--- src/rtl/icpar_pkg.sv ---
package icpar_pkg;
  parameter int TAG_HI_W     = 32;
  parameter int TAG_LO_W     = 64;
  parameter int INSN_W       = 32;
  parameter int BYTE_W       = 8;
  parameter int SIDE_W       = 17;
  parameter int BEATS        = 4;
  parameter int RES_W        = 32;

  parameter int VLD_BIT      = 29;
  parameter int VLD_COPY_BIT = 27;
  parameter int LO_PAR0_BIT  = 10;
  parameter int LO_PAR1_BIT  = 11;
  parameter int LO_SPLIT     = 24;

  parameter int PD_LSB       = 8;
  parameter int PD_PAR_BIT   = 16;
  parameter int NIB_A_LSB    = 4;
  parameter int NIB_B_LSB    = 0;

  parameter int TAG_FLAG_BIT  = 29;
  parameter int DATA_FLAG_BIT = 28;

  localparam int BYTES_PER_INSN = INSN_W / BYTE_W;
  localparam int CNT_W          = $clog2(BEATS + 1);

  typedef struct packed {
    logic tag_flag;
    logic data_flag;
  } icpar_flags_t;
endpackage

--- src/rtl/icpar_tag_chk.sv ---
module icpar_tag_chk
  import icpar_pkg::*;
(
  input  logic [TAG_HI_W-1:0] tag_hi,
  input  logic [TAG_LO_W-1:0] tag_lo,
  output logic                tag_err
);
  localparam int LOW_W  = LO_SPLIT;
  localparam int HIGH_W = TAG_LO_W - LO_SPLIT;

  function automatic logic [LOW_W-1:0] low_cover();
    logic [LOW_W-1:0] m;
    m = '1;
    m[LO_PAR0_BIT] = 1'b0;
    m[LO_PAR1_BIT] = 1'b0;
    return m;
  endfunction

  localparam logic [LOW_W-1:0] LOW_MASK = low_cover();

  logic              entry_valid;
  logic              valid_copy_bad;
  logic              low_bad;
  logic              high_bad;
  logic [LOW_W-1:0]  low_bits;
  logic [HIGH_W-1:0] high_bits;
  logic              tag_hi_unused;

  assign entry_valid    = tag_hi[VLD_BIT];
  assign valid_copy_bad = tag_hi[VLD_BIT] ^ tag_hi[VLD_COPY_BIT];
  assign low_bits       = tag_lo[LOW_W-1:0] & LOW_MASK;
  assign high_bits      = tag_lo[TAG_LO_W-1:LO_SPLIT];

  always_comb begin
    low_bad  = tag_lo[LO_PAR0_BIT] ^ (^low_bits);
    high_bad = tag_lo[LO_PAR1_BIT] ^ (^high_bits);
  end

  assign tag_err       = valid_copy_bad | (entry_valid & (low_bad | high_bad));
  assign tag_hi_unused = ^tag_hi;
endmodule

--- src/rtl/icpar_beat_chk.sv ---
module icpar_beat_chk
  import icpar_pkg::*;
(
  input  logic [INSN_W-1:0] insn_a,
  input  logic [INSN_W-1:0] insn_b,
  input  logic [SIDE_W-1:0] side,
  output logic              beat_err
);
  logic [BYTES_PER_INSN-1:0] calc_a;
  logic [BYTES_PER_INSN-1:0] calc_b;
  logic                      pd_bad;
  logic                      nib_bad;

  for (genvar j = 0; j < BYTES_PER_INSN; j++) begin : g_byte
    assign calc_a[j] = ^insn_a[j*BYTE_W +: BYTE_W];
    assign calc_b[j] = ^insn_b[j*BYTE_W +: BYTE_W];
  end

  always_comb begin
    pd_bad  = side[PD_PAR_BIT] ^ (^side[PD_LSB +: BYTE_W]);
    nib_bad = (calc_a != side[NIB_A_LSB +: BYTES_PER_INSN]) ||
              (calc_b != side[NIB_B_LSB +: BYTES_PER_INSN]);
  end

  assign beat_err = pd_bad | nib_bad;
endmodule

--- src/rtl/icpar_accum.sv ---
module icpar_accum
  import icpar_pkg::*;
(
  input  logic             clk,
  input  logic             rst_n,
  input  logic             tag_valid,
  input  logic             tag_err,
  input  logic             check_data,
  input  logic             beat_valid,
  input  logic             beat_err,
  input  logic             done,
  output icpar_flags_t     flags,
  output logic             result_valid
);
  icpar_flags_t   flags_q, flags_d;
  logic           data_en_q, data_en_d;
  logic [CNT_W-1:0] cnt_q, cnt_d;
  logic           rv_q, rv_d;
  logic           beat_take;

  assign beat_take = !tag_valid && beat_valid && data_en_q &&
                     (cnt_q < CNT_W'(BEATS));

  always_comb begin
    flags_d   = flags_q;
    data_en_d = data_en_q;
    cnt_d     = cnt_q;
    rv_d      = done;
    if (tag_valid) begin
      flags_d.tag_flag  = tag_err;
      flags_d.data_flag = 1'b0;
      data_en_d         = check_data;
      cnt_d             = '0;
    end else if (beat_take) begin
      flags_d.data_flag = flags_q.data_flag | beat_err;
      cnt_d             = cnt_q + CNT_W'(1);
    end
  end

  always_ff @(posedge clk or negedge rst_n) begin
    if (!rst_n) begin
      flags_q   <= '0;
      data_en_q <= 1'b0;
      cnt_q     <= '0;
      rv_q      <= 1'b0;
    end else begin
      flags_q   <= flags_d;
      data_en_q <= data_en_d;
      cnt_q     <= cnt_d;
      rv_q      <= rv_d;
    end
  end

  assign flags        = flags_q;
  assign result_valid = rv_q;


  beat_cnt_bound_chk: assert property (@(posedge clk) disable iff (!rst_n)
    cnt_q <= CNT_W'(BEATS));


  data_flag_sticky_chk: assert property (@(posedge clk) disable iff (!rst_n)
    (!tag_valid && flags_q.data_flag) |=> flags_q.data_flag);


  data_gate_chk: assert property (@(posedge clk) disable iff (!rst_n)
    (!tag_valid && !data_en_q) |=> $stable(flags_q.data_flag));


  tag_flag_hold_chk: assert property (@(posedge clk) disable iff (!rst_n)
    !tag_valid |=> $stable(flags_q.tag_flag));


  result_pulse_chk: assert property (@(posedge clk) disable iff (!rst_n)
    done |=> result_valid);


  result_quiet_chk: assert property (@(posedge clk) disable iff (!rst_n)
    !done |=> !result_valid);
endmodule

--- src/rtl/icpar_top.sv ---
module icpar_top
  import icpar_pkg::*;
(
  input  logic                clk,
  input  logic                rst_n,
  input  logic                tag_valid,
  input  logic [TAG_HI_W-1:0] tag_hi,
  input  logic [TAG_LO_W-1:0] tag_lo,
  input  logic                check_data,
  input  logic                beat_valid,
  input  logic [INSN_W-1:0]   beat_insn_a,
  input  logic [INSN_W-1:0]   beat_insn_b,
  input  logic [SIDE_W-1:0]   beat_side,
  input  logic                done,
  output logic [RES_W-1:0]    result_mask,
  output logic                result_valid
);
  logic         tag_err;
  logic         beat_err;
  icpar_flags_t flags;

  icpar_tag_chk u_tag (
    .tag_hi  (tag_hi),
    .tag_lo  (tag_lo),
    .tag_err (tag_err)
  );

  icpar_beat_chk u_beat (
    .insn_a   (beat_insn_a),
    .insn_b   (beat_insn_b),
    .side     (beat_side),
    .beat_err (beat_err)
  );

  icpar_accum u_acc (
    .clk          (clk),
    .rst_n        (rst_n),
    .tag_valid    (tag_valid),
    .tag_err      (tag_err),
    .check_data   (check_data),
    .beat_valid   (beat_valid),
    .beat_err     (beat_err),
    .done         (done),
    .flags        (flags),
    .result_valid (result_valid)
  );

  always_comb begin
    result_mask                = '0;
    result_mask[TAG_FLAG_BIT]  = flags.tag_flag;
    result_mask[DATA_FLAG_BIT] = flags.data_flag;
  end


  mask_spare_zero_chk: assert property (@(posedge clk) disable iff (!rst_n)
    (result_mask & ~((32'd1 << TAG_FLAG_BIT) | (32'd1 << DATA_FLAG_BIT))) == '0);
endmodule

--- config.mk ---
export PLATFORM = sky130hd
export DESIGN_NAME = icpar_top
export DESIGN_NICKNAME = d
export VERILOG_FILES = /design/src/rtl/icpar_pkg.sv /design/src/rtl/icpar_tag_chk.sv /design/src/rtl/icpar_beat_chk.sv /design/src/rtl/icpar_accum.sv /design/src/rtl/icpar_top.sv
export SDC_FILE = /design/constraint.sdc
export NUM_CORES = 1
export LEC_CHECK = 0
export BUFFER_PORTS_ARGS = -buffer_cell sky130_fd_sc_hd__buf_2
export CORE_AREA = 3 3 83 85
export DETAILED_ROUTE_END_ITERATION = 16
export DIE_AREA = 0 0 86 88
export PLACE_DENSITY = 0.7
export RECOVER_POWER = 100
export SYNTH_ARGS = -nofsm -noshare
export SYNTH_HDL_FRONTEND = slang
export SYNTH_SLANG_ARGS = --single-unit
--- constraint.sdc ---
create_clock -name clk -period 1.7 [get_ports clk]
set_input_delay 0.34 -clock clk [delete_from_list [all_inputs] [get_ports clk]]
set_output_delay 0.34 -clock clk [all_outputs]
set_load 0.005 [all_outputs]
==> results of run 1 <==
==> cell usage after synthesis <==
library cell / count / area [um^2]
sky130_fd_sc_hd__xnor2_1: 98 / 858
sky130_fd_sc_hd__buf_4: 30 / 225
sky130_fd_sc_hd__xor2_1: 25 / 219
sky130_fd_sc_hd__dfrtp_1: 7 / 175
sky130_fd_sc_hd__nor2_1: 5 / 18.8
sky130_fd_sc_hd__xnor3_1: 5 / 113
sky130_fd_sc_hd__nand2_1: 2 / 7.51
sky130_fd_sc_hd__nor2b_1: 2 / 12.5
sky130_fd_sc_hd__nor4_1: 2 / 12.5
sky130_fd_sc_hd__o21ai_0: 2 / 10.0
sky130_fd_sc_hd__a21oi_1: 1 / 5.00
sky130_fd_sc_hd__a311oi_1: 1 / 8.76
sky130_fd_sc_hd__a31oi_1: 1 / 6.26
sky130_fd_sc_hd__clkbuf_1: 1 / 3.75
sky130_fd_sc_hd__conb_1: 1 / 3.75
sky130_fd_sc_hd__ha_1: 1 / 12.5
sky130_fd_sc_hd__mux2_2: 1 / 11.3
sky130_fd_sc_hd__mux2i_1: 1 / 10.0
sky130_fd_sc_hd__nand3b_1: 1 / 7.51
sky130_fd_sc_hd__o211ai_1: 1 / 7.51
sky130_fd_sc_hd__o21a_1: 1 / 7.51
sky130_fd_sc_hd__xnor2_2: 1 / 16.3
==> cell type report <==
cell class | instances | area, um^2
clock buffers | 4 | 45.0
fillers | 673 | 3720
multi-input cells | 181 | 1460
flip-flops and latches | 7 | 175
well taps | 77 | 96.3
repair buffers | 156 | 781
==> sequential cells by signal, indices dropped and copies added (netlist names) <==
name and cells:
u_acc.flags 2, u_acc.data_en_q 1, u_acc.cnt_q 3, u_acc.result_valid 1
==> per-stage QoR <==
| step | area [um^2] | worst slack, ns | setup TNS [ns] |
|---|---|---|---|
| 2_1_floorplan | 1860 | 0.0626 | 0 |
| 3_3_place_gp | 2500 | -0.138 | -0.144 |
| 3_5_place_dp | 2500 | -0.144 | -0.197 |
| 4_1_cts | 2560 | 0.0910 | 0 |
| 5_1_grt | 2550 | 0.0322 | 0 |
| 6_report | 2550 | 0.104 | 0 |
==> timing repair <==
item / CTS / global route
hold buffers: 1 / 0
hold endpoints to repair: 7 / 0
resized for setup: 0 / 0
setup endpoints to repair: 0 / 0
==> worst paths after layout <==
| check | slack [ns] | cells after the start | endpoint | startpoint |
|---|---|---|---|---|
| hold / removal | 0.22 | 1 | u_acc.result_valid | done |
| hold reg to reg | 0.50 | 2 | u_acc.cnt_q[2] | u_acc.cnt_q[2] |
| max in group asynchronous | 0.86 | 2 | u_acc.data_en_q | rst_n |
| setup / recovery | 0.10 | 7 | u_acc.flags[1] | tag_lo[32] |
| setup reg to reg | 0.59 | 3 | u_acc.flags[0] | u_acc.cnt_q[2] |
| min in group asynchronous | 0.56 | 2 | u_acc.cnt_q[2] | rst_n |
==> routing by layer <==
metal	track usage (%)	vias up	routed length, um
met4	1.15	2	10
met2	19.5	103	2170
met1	9.61	666	1240
li1	-	849	-
met3	4.05	4	596
met5	0	-	13
==> critical path, delay by kind of cell <==
kind | cells | cell delay (ns)
AO/OA/AOI/OAI | 2 | 0.23
XOR/XNOR | 4 | 1.02
buffers and inverters | 1 | 0.10
==> cells by family after synthesis <==
group / count (synthesis) / share of synthesized area, %
XOR/XNOR: 129 / 68.9
buffers and inverters: 31 / 13.1
AND/OR/NAND/NOR: 12 / 3.36
AO/OA/AOI/OAI: 7 / 2.57
flip-flops: 7 / 10.0
multiplexers: 2 / 1.21
adder cells (fa/ha/maj): 1 / 0.714
other: 1 / 0.214
==> power groups by stage <==
stage	Sequential (W)	Clock, W	Combinational (W)
2_1_floorplan	0.000202	0	0.000781
3_5_place_dp	0.000201	0	0.00104
5_1_grt	0.000201	0.000254	0.00112
3_3_place_gp	0.000200	0	0.00102
6_report	0.000199	0.000234	0.00101
4_1_cts	0.000199	0.000247	0.00104
==> metrics.log, run 1 <==
INFO  metric worstSetupPathType = input port to register
INFO  metric layout.core_utilization = about two fifths
INFO  metric clock-root-buffer = sky130_fd_sc_hd__clkbuf_8
INFO  metric post_layout_nonfiller_instances = around 430
INFO  metric final_slew_violations = 0
INFO  metric layout.cells.most_common_list = 151 x sky130_fd_sc_hd__buf_2, 98 x sky130_fd_sc_hd__xnor2_1, 30 x sky130_fd_sc_hd__conb_1
INFO  metric cts.reportedPaths.clkPinSlew = around 0.04 ns
INFO  metric design_power_total = ~0.0014 W
INFO  metric antenna_violations_before_repair = 1
INFO  metric drv_cap = 0
INFO  metric hold_slack = 0.219 ns
INFO  metric syn_avg_cell_area = just over 9 um^2
INFO  metric power_per_cell_area = around 570 nW/um^2
INFO  metric grt_setup_unrepaired = no
INFO  metric die_width = around 86 um
INFO  metric total_cts_buffers = 3
INFO  metric worst_path_cell_trace = buf_2 > xnor2_1 > xnor3_1 > xnor3_1 > xnor3_1 > a21oi_1 > o211ai_1
INFO  metric place.gp.congestion = 0.677
INFO  metric post-route-period-util = a little over nine tenths
INFO  metric power.switching_fraction = between 30% and 40%
INFO  metric p_clk_share = between 15 and 20%
INFO  metric setup.worst_path.end_class = register
INFO  metric globalRouteTotalUtil = between 9 and 10%
INFO  metric timing.critical_path.fanout_max = 2
INFO  metric cts_setup_buffers = 0
INFO  metric seq_area_frac_synth = 10.0%
INFO  metric yosysUniqueCellTypes = 22
INFO  metric start_util = between 20 and 30%
INFO  metric synthesis.yosys.warnings = 0
INFO  metric num-nets-final = 533
INFO  metric cts.path.max_buffers = 2
INFO  metric netlist_instances = between 150 and 200
INFO  metric io_buffer_count = roughly 160
INFO  metric outcome = finished, final reports clean
INFO  metric p_comb_share = a little over two thirds
INFO  metric synth_seq_cells = 7
INFO  metric n_diodes = 0
INFO  metric leakagePower = roughly 1.3 nW
INFO  metric placed_cells = 420
INFO  metric final_ant_viol_nets = 0
INFO  metric crit_required = about 1.8 ns
INFO  metric tritoncts = yes
INFO  metric fmax = about 0.63 GHz
INFO  metric irDropWorstVdd = 0.382 mV
INFO  metric worst_hold_path_type = input port to register
INFO  metric setup_violations = 0
INFO  metric cp_slowest_stage_delay = 0.41 ns
INFO  metric startpoint_type = input port
INFO  metric vias = 1,624
INFO  metric io-pin-count = about 220
INFO  metric power_report.internal_total = roughly 0.00097 W
INFO  metric wl = around 4000 um
INFO  metric design.die.area = 7570 um^2
INFO  metric first_global_vias = around 1,500
INFO  metric final_hold_viol_count = 0
INFO  metric detail_route.vias_per_cell = approximately 3.8
INFO  metric routed_wire_length_per_instance = between 9 and 10 um
INFO  metric gr-total-overflow = 0
INFO  metric cp.arrival = about 1.7 ns
INFO  metric most_common_library_cell_in_the_layout_ignoring_fill_and_taps = sky130_fd_sc_hd__buf_2
INFO  metric route.detailed.drc = 0
INFO  metric mappedNetlistArea = between 1500 and 2000 um^2
INFO  metric total_switching_power = ~0.00047 W
INFO  metric drtIter0Drc = 15
INFO  metric clkLatencyLatePin = 0.22 ns
INFO  metric cts-htree-levels = 1
INFO  metric min_period = 1.60 ns
INFO  metric finClkSkew = 0.00115 ns
INFO  metric hpwl = 3900 um
INFO  metric chip_height = roughly 88 um
INFO  metric worst_path_max_delay_cell = sky130_fd_sc_hd__xnor3_1
INFO  metric seqPwrFrac = between 10% and 20%
INFO  metric dr.pass1.iters = 4
INFO  metric cp_dominant_cell_by_count = sky130_fd_sc_hd__xnor3_1
INFO  metric grt_max_degree = 9
INFO  metric fp.coreArea = roughly 6300 um^2
INFO  metric flow.area_growth_from_synthesis = 45.8%
INFO  metric grt_first_pass_wirelength = ~6000 um
INFO  metric layout-drive-gt1-share = 44.8%
INFO  metric rows = 29
INFO  metric clock_sinks = 7
No activity file was read; power rests on OpenSTA's default activity.
==> run 2: changes to the inputs <==
--- a/config.mk
+++ b/config.mk
@@ -6,11 +6,13 @@
 export NUM_CORES = 1
 export LEC_CHECK = 0
 export BUFFER_PORTS_ARGS = -buffer_cell sky130_fd_sc_hd__buf_2
+export CAP_MARGIN = 10
 export CORE_AREA = 3 3 83 85
 export DETAILED_ROUTE_END_ITERATION = 16
 export DIE_AREA = 0 0 86 88
-export PLACE_DENSITY = 0.7
+export PLACE_DENSITY = 0.71
 export RECOVER_POWER = 100
 export SYNTH_ARGS = -nofsm -noshare
 export SYNTH_HDL_FRONTEND = slang
+export SYNTH_HIERARCHICAL = 1
 export SYNTH_SLANG_ARGS = --single-unit
==> metrics.log, run 2 <==
INFO  metric fp.coreArea = 6280 um^2 (unchanged)
INFO  metric final_hold_viol_count = 0 (unchanged)
INFO  metric setup.worst_path.end_class = register
INFO  metric startpoint_type = input port
INFO  metric n_diodes = 0 (unchanged)
INFO  metric timing.critical_path.fanout_max = 1 (-1)
INFO  metric flow.area_growth_from_synthesis = 55.5%
INFO  metric netlist_top_cells_area = sky130_fd_sc_hd__xnor2_1 47%, sky130_fd_sc_hd__buf_4 12%, sky130_fd_sc_hd__dfrtp_1 9.7%, sky130_fd_sc_hd__xnor3_1 8.7%, sky130_fd_sc_hd__xor2_1 8.7%
INFO  metric routed_wire_length_per_instance = 10.8 um (+14%)
INFO  metric dr.pass1.iters = 4 (unchanged)
INFO  metric gr-total-overflow = 0 (unchanged)
INFO  metric register_area = 175 um^2 (unchanged)
INFO  metric worstSetupPathType = input port to register
INFO  metric post-route-period-util = 101% (+7.0 points)
INFO  metric post_layout_nonfiller_instances = 420 (-1.2%)
INFO  metric crit_required = 1.87 ns (+0.07 ns)
INFO  metric design.die.area = 7570 um^2 (unchanged)
INFO  metric most_common_library_cell_in_the_layout_ignoring_fill_and_taps = sky130_fd_sc_hd__buf_2
INFO  metric placed_cells = 415 (-1.2%)
INFO  metric io-pin-count = 216 (unchanged)
INFO  metric ys_top_cells_by_count = 96 x sky130_fd_sc_hd__xnor2_1, 30 x sky130_fd_sc_hd__buf_4, 18 x sky130_fd_sc_hd__xor2_1
INFO  metric yosysUniqueCellTypes = 24 (+9.1%)
INFO  metric seq_area_frac_synth = 9.69% (-0.31 points)
INFO  metric design_power_total = 0.00158 W (+9.5%)
INFO  metric final_slew_violations = 0 (unchanged)
INFO  metric clock_sinks = 7 (unchanged)
INFO  metric largest_register_ff_count = 3 (unchanged)
INFO  metric first_global_vias = 1,552 (+1.8%)
INFO  metric dp_worst_setup_slack = -0.268 ns (-0.124 ns)
INFO  metric clkLatencyLatePin = 0.22 ns (about the same)
INFO  metric clock-root-buffer = sky130_fd_sc_hd__clkbuf_8
INFO  metric syn_avg_cell_area = 9.77 um^2 (+6.0%)
INFO  metric layout.cells.most_common_list = 141 x sky130_fd_sc_hd__buf_2, 79 x sky130_fd_sc_hd__xnor2_1, 30 x sky130_fd_sc_hd__conb_1
INFO  metric grt_first_pass_wirelength = 6170 um (+2.6%)
INFO  metric synthesis.yosys.warnings = 6 (+6)
INFO  metric worst_hold_path_type = input port to register
INFO  metric leakagePower = 1.42 nW (+13%)
INFO  metric irDropWorstVdd = 0.281 mV (-26%)
INFO  metric wl = 4540 um (+13%)
INFO  metric synth_seq_cells = 7 (unchanged)
INFO  metric violations = setup timing
INFO  metric dpl_cell_area = 2550 um^2 (+1.9%)
INFO  metric io_buffer_count = 155 (unchanged)
INFO  metric globalRouteTotalUtil = 10.0% (+0.25 points)
INFO  metric yosysTopAreaCellShare = 46.5% (-2.5 points)
INFO  metric fin_area = 2810 um^2 (+10%)
INFO  metric die_width = 86 um (unchanged)
INFO  metric power_per_cell_area = 563 nW/um^2 (-0.52%)
INFO  metric place.gp.congestion = 0.760 (+12%)
INFO  metric max_flop_register = u_acc/cnt_q
INFO  metric synth-edff-count = 0 (unchanged)
INFO  metric drtIter0Drc = 5 (-10)
INFO  metric route.detailed.drc = 0 (unchanged)
INFO  metric mappedNetlistArea = 1810 um^2 (+3.2%)
INFO  metric hpwl = 4070 um (+4.3%)
INFO  metric nFillCells = 630 (-6.4%)
INFO  metric cts-htree-levels = 1 (unchanged)
INFO  metric setup_violations = 1 (+1)
INFO  metric num-nets-final = 528 (-0.94%)
INFO  metric total_cts_buffers = 3 (unchanged)
INFO  metric drv_cap = 0 (unchanged)
INFO  metric vias = 1,633 (+0.55%)
INFO  metric rows = 29 (unchanged)
INFO  metric yosysMostFrequentCell = sky130_fd_sc_hd__xnor2_1
INFO  metric tritoncts = yes
INFO  metric start_util = 28.8% (+0.90 points)
INFO  metric final_ant_viol_nets = 0 (unchanged)
INFO  metric finClkSkew = 0.00419 ns (+0.00304 ns)
INFO  metric grt_setup_unrepaired = yes
INFO  metric chip_height = 88 um (unchanged)
INFO  metric cp.arrival = 1.88 ns (+0.19 ns)
INFO  metric antenna_violations_before_repair = 0 (-1)
INFO  metric synth_top_area_cell = sky130_fd_sc_hd__xnor2_1
INFO  metric outcome = finished, violations left
INFO  metric netlist_instances = 185 (-2.6%)
INFO  metric fmax = 0.583 GHz (-7.0%)
INFO  metric min_period = 1.72 ns (+0.120 ns)
INFO  metric grt_max_degree = 9 (unchanged)
INFO  metric worst_slack_setup_final = -0.0157 ns (-0.120 ns)
INFO  metric cts.path.max_buffers = 2 (unchanged)
INFO  metric synth-async-reset-ratio = 100% (unchanged)
INFO  metric layout-drive-gt1-share = 52.2% (+7.4 points)
INFO  metric detail_route.vias_per_cell = 3.89 (+1.8%)
INFO  metric multi_input_logic_area = 1650 um^2 (+13%)
INFO  metric synthFlopType = sky130_fd_sc_hd__dfrtp_1
INFO  metric cts.reportedPaths.clkPinSlew = 0.04 ns (about the same)
-- run 2: worst max-delay path: stages --
cell and delay [ns]:
sky130_fd_sc_hd__buf_2 0.11, sky130_fd_sc_hd__xnor2_2 0.13, sky130_fd_sc_hd__xnor2_1 0.20, sky130_fd_sc_hd__xnor2_1 0.16
sky130_fd_sc_hd__xnor2_1 0.17, sky130_fd_sc_hd__xnor3_1 0.42, sky130_fd_sc_hd__a31oi_1 0.18, sky130_fd_sc_hd__mux2_4 0.16
-- run 2: metal layers --
metal / track usage (%) / share of wire [%] / vias to the layer above
met5: 0 / 0 / -
met4: 2.16 / 0.42 / 0
met3: 2.26 / 10 / 2
met2: 20.7 / 60 / 80
met1: 10.0 / 29 / 717
li1: - / - / 834
-- run 2: logic make-up (layout without fill, tap and decap cells) --
group | count (synthesis) | in the layout | share of synthesized area, %
AO/OA/AOI/OAI | 3 | 3 | 0.968
flip-flops | 7 | 7 | 9.69
XOR/XNOR | 125 | 125 | 68.4
buffers and inverters | 32 | 161 | 13.3
multiplexers | 4 | 4 | 2.63
AND/OR/NAND/NOR | 12 | 12 | 4.15
adder cells (fa/ha/maj) | 1 | 1 | 0.692
other | 1 | 30 | 0.207
-- run 2: through the flow --
| stage | TNS [ns] | utilization (%) | hold WS [ns] |
|---|---|---|---|
| 2_1_floorplan | 0 | - | 0.0444 |
| 3_3_place_gp | -0.476 | 40.7 | 0.180 |
| 3_5_place_dp | -0.508 | 40.7 | 0.186 |
| 4_1_cts | 0 | 41.9 | 0.212 |
| 5_1_grt | -0.172 | 44.8 | 0.213 |
| 6_report | -0.0157 | 44.8 | 0.219 |
-- run 2: report_power, final --
group	internal (W)	switching [W]	leakage, nW	total [W]
Sequential	0.000186	0.0000112	0.0882	0.000197
Combinational	0.000728	0.000429	1.31	0.00116
Clock	0.000158	0.0000698	0.0255	0.000228
Total	0.00107	0.000510	1.42	0.00158
-- run 2: area by class of cell --
type	instances	share of cell area, %
sequential	7	6.23
multi-input combinational	175	58.6
tap	77	3.43
clock inverter	1	0.178
clock buffer	3	1.47
inverter	1	0.134
timing repair buffer	156	30.0
-- run 2: timing repair --
item	4_1_cts	5_1_grt
endpoints found under the hold margin	7	0
setup buffers	0	0
gates resized for setup	3	27
pin swaps	6	26
hold buffers	1	0
endpoints found under the setup margin	2	2
-- run 2: final timing paths --
path	start	to	slack (ns)	depth (start not counted)
setup / recovery	tag_lo[27]	u_acc/flags[1]	-0.02	8
hold / removal	done	u_acc/result_valid	0.22	1
setup reg to reg	u_acc/cnt_q[2]	u_acc/cnt_q[0]	0.59	2
hold reg to reg	u_acc/cnt_q[2]	u_acc/cnt_q[2]	0.51	2
max in group asynchronous	rst_n	u_acc/data_en_q	0.86	2
min in group asynchronous	rst_n	u_acc/cnt_q[1]	0.55	2
==> run 3: changes to the inputs <==
--- a/config.mk
+++ b/config.mk
@@ -8,10 +8,12 @@
 export BUFFER_PORTS_ARGS = -buffer_cell sky130_fd_sc_hd__buf_2
 export CAP_MARGIN = 10
 export CORE_AREA = 3 3 83 85
+export CTS_BUF_LIST = sky130_fd_sc_hd__clkbuf_4
 export DETAILED_ROUTE_END_ITERATION = 16
 export DIE_AREA = 0 0 86 88
 export PLACE_DENSITY = 0.71
 export RECOVER_POWER = 100
+export SKIP_CTS_REPAIR_TIMING = 1
 export SYNTH_ARGS = -nofsm -noshare
 export SYNTH_HDL_FRONTEND = slang
 export SYNTH_HIERARCHICAL = 1
==> metrics.log, run 3 (synthesized netlist as in run 2, its figures left out) <==
INFO  metric power.switching_fraction = 33.8% (+1.6 points)
INFO  metric gr-total-overflow = 0 (unchanged)
INFO  metric hold_slack = 0.192 ns (-0.0276 ns)
INFO  metric layout.cells.most_common_list = 145 x sky130_fd_sc_hd__buf_2, 88 x sky130_fd_sc_hd__xnor2_1, 30 x sky130_fd_sc_hd__conb_1
INFO  metric flow.area_growth_from_synthesis = 50.2%
INFO  metric setup.worst_path.end = u_acc/flags[1]
INFO  metric met2_track_demand_over_resource = 20.7% (-0.070 points)
INFO  metric design.die.area = 7570 um^2 (unchanged)
INFO  metric min_period = 1.63 ns (-0.0886 ns)
INFO  metric critical_path.reg2reg.startpoint = u_acc/cnt_q[2]
INFO  metric largest_register_ff_count = 3 (unchanged)
INFO  metric tritoncts = yes
INFO  metric layout-drive-gt1-share = 49.6% (-2.6 points)
INFO  metric dpl_cell_area = 2550 um^2 (unchanged)
INFO  metric die_width = 86 um (unchanged)
INFO  metric hpwl = 4070 um (unchanged)
INFO  metric final_hold_viol_count = 0 (unchanged)
INFO  metric drv_cap = 0 (unchanged)
INFO  metric leakagePower = 1.36 nW (-4.5%)
INFO  metric detail_route.vias_per_cell = 3.88 (-0.12%)
INFO  metric io_buffer_count = 155 (unchanged)
INFO  metric post-route-period-util = 95.7% (-5.2 points)
INFO  metric seqPwrFrac = 13.5% (+1.0 points)
INFO  metric vias = 1,631 (-0.12%)
INFO  metric globalRouteTotalUtil = 10.0% (+0.016 points)
INFO  metric cts-htree-levels = 1 (unchanged)
INFO  metric clkLatencyLatePin = 0.25 ns (+0.03 ns)
INFO  metric design_power_total = 0.00146 W (-8.0%)
INFO  metric grt_setup_unrepaired = yes
INFO  metric max_flop_register = u_acc/cnt_q
INFO  metric nFillCells = 635 (+0.79%)
INFO  metric start_util = 28.8% (unchanged)
INFO  metric chip_height = 88 um (unchanged)
INFO  metric drtIter0Drc = 8 (+3)
INFO  metric setup.worst_path.end_class = register
INFO  metric first_global_vias = 1,541 (-0.71%)
INFO  metric fp.coreArea = 6280 um^2 (unchanged)
INFO  metric r2r_setup_slack = 0.60 ns (about the same)
INFO  metric setup.worst_path.start = tag_lo[53]
INFO  metric final_slew_violations = 0 (unchanged)
INFO  metric grt_max_degree = 9 (unchanged)
INFO  metric clock-root-buffer = sky130_fd_sc_hd__clkbuf_4
INFO  metric most_common_library_cell_in_the_layout_ignoring_fill_and_taps = sky130_fd_sc_hd__buf_2
INFO  metric reg2reg_depth = 2 (unchanged)
INFO  metric power_report.internal_total = 0.000963 W (-10%)
INFO  metric place.gp.congestion = 0.760 (unchanged)
INFO  metric final_ant_viol_nets = 0 (unchanged)
INFO  metric met3_usage = 2.82% (+0.56 points)
INFO  metric timing.critical_path.fanout_max = 1 (unchanged)
INFO  metric grt.busiest_layer = met2
INFO  metric antenna_violations_before_repair = 0 (unchanged)
INFO  metric n_diodes = 0 (unchanged)
INFO  metric power_per_cell_area = 536 nW/um^2 (-4.8%)
INFO  metric fmax = 0.615 GHz (+5.4%)
INFO  metric dr.pass1.iters = 4 (unchanged)
INFO  metric routed_wire_length_per_instance = 10.6 um (-2.3%)
INFO  metric p_clk_share = 10.1% (-4.3 points)
INFO  metric route.detailed.drc = 0 (unchanged)
INFO  metric global_routing_usage_on_met1 = 9.77% (-0.24 points)
INFO  metric outcome = finished, final reports clean
INFO  metric grt_first_pass_wirelength = 6130 um (-0.55%)
INFO  metric io-pin-count = 216 (unchanged)
INFO  metric rows = 29 (unchanged)
INFO  metric cts.path.max_buffers = 2 (unchanged)
INFO  metric worstReg2RegEnd = u_acc/cnt_q[0]
INFO  metric worstSetupPathType = input port to register
INFO  metric worst_hold_path_type = input port to register
INFO  metric wl = 4440 um (-2.3%)
INFO  metric cts.reportedPaths.clkPinSlew = 0.06 ns (+0.02 ns)
INFO  metric clock_sinks = 7 (unchanged)
INFO  metric irDropWorstVdd = 0.267 mV (-5.1%)
INFO  metric num-nets-final = 528 (unchanged)
INFO  metric p_comb_share = 76.4% (+3.3 points)
INFO  metric finClkSkew = 0.00685 ns (+0.00266 ns)
INFO  metric dp_worst_setup_slack = -0.268 ns (unchanged)
INFO  metric total_switching_power = 0.000492 W (-3.6%)
INFO  metric setup_violations = 0 (-1)
INFO  metric fin_area = 2720 um^2 (-3.4%)
INFO  metric worst_slack_setup_final = 0.0729 ns (+0.0886 ns)
INFO  metric cp.arrival = 1.82 ns (-0.06 ns)
INFO  metric startpoint_type = input port
INFO  metric total_cts_buffers = 3 (unchanged)
INFO  metric crit_required = 1.89 ns (+0.02 ns)
[run 3: changes by cell type in the layout (fill, tap and decap cells not counted)]
cell	previous run	this run
sky130_fd_sc_hd__buf_8	0	1
sky130_fd_sc_hd__buf_6	10	5
sky130_fd_sc_hd__clkbuf_8	3	0
sky130_fd_sc_hd__xnor2_4	1	2
sky130_fd_sc_hd__xnor2_1	79	88
sky130_fd_sc_hd__clkbuf_4	0	3
sky130_fd_sc_hd__xnor2_2	18	8
sky130_fd_sc_hd__buf_2	141	145
[run 3: how the worst min path moves through the flow]
stage                          to  slack (ns)  depth (start not counted)  start
2_1_floorplan      u_acc/cnt_q[0]        0.04                          0  rst_n
3_3_place_gp       u_acc/cnt_q[1]        0.18                          1  rst_n
3_5_place_dp       u_acc/cnt_q[2]        0.19                          1  rst_n
4_1_cts            u_acc/cnt_q[1]       -0.09                          1  rst_n
5_1_grt        u_acc/result_valid        0.18                          1   done
6_report       u_acc/result_valid        0.19                          1   done
[run 3: power groups by stage]
stage / registers (W) / logic, W / clock network (W)
2_1_floorplan: 0.000199 / 0.000823 / 0
3_3_place_gp: 0.000197 / 0.00105 / 0
3_5_place_dp: 0.000199 / 0.00107 / 0
4_1_cts: 0.000196 / 0.00108 / 0.000157
5_1_grt: 0.000200 / 0.00121 / 0.000169
6_report: 0.000197 / 0.00111 / 0.000148
[run 3: final cells by class]
| cell class | count | area (um^2) | share of cell area (%) |
|---|---|---|---|
| clock buffer | 3 | 22.5 | 0.829 |
| clock inverter | 1 | 5.00 | 0.184 |
| inverter | 1 | 3.75 | 0.138 |
| multi-input combinational | 175 | 1590 | 58.6 |
| sequential | 7 | 175 | 6.45 |
| tap | 77 | 96.3 | 3.55 |
| timing repair buffer | 156 | 822 | 30.3 |
[run 3: per-stage QoR]
stage          setup TNS [ns]  util [%]  cells
4_1_cts                     0      41.1    419
2_1_floorplan               0         -    214
3_5_place_dp           -0.508      40.7    415
3_3_place_gp           -0.476      40.7    415
6_report                    0      43.3    420
5_1_grt               -0.0375      43.3    420
[run 3: critical path, stage by stage]
cell and delay [ns]:
sky130_fd_sc_hd__buf_2 0.11, sky130_fd_sc_hd__xnor2_2 0.13, sky130_fd_sc_hd__xnor2_1 0.18, sky130_fd_sc_hd__xnor2_1 0.15, sky130_fd_sc_hd__xnor2_1 0.14, sky130_fd_sc_hd__xnor3_1 0.41
sky130_fd_sc_hd__a31oi_1 0.18, sky130_fd_sc_hd__mux2_4 0.16
[run 3: metal layers]
metal	vias up	wire length (um)
met5	-	0
met2	78	2610
met1	718	1350
met4	0	0
met3	0	473
li1	835	-
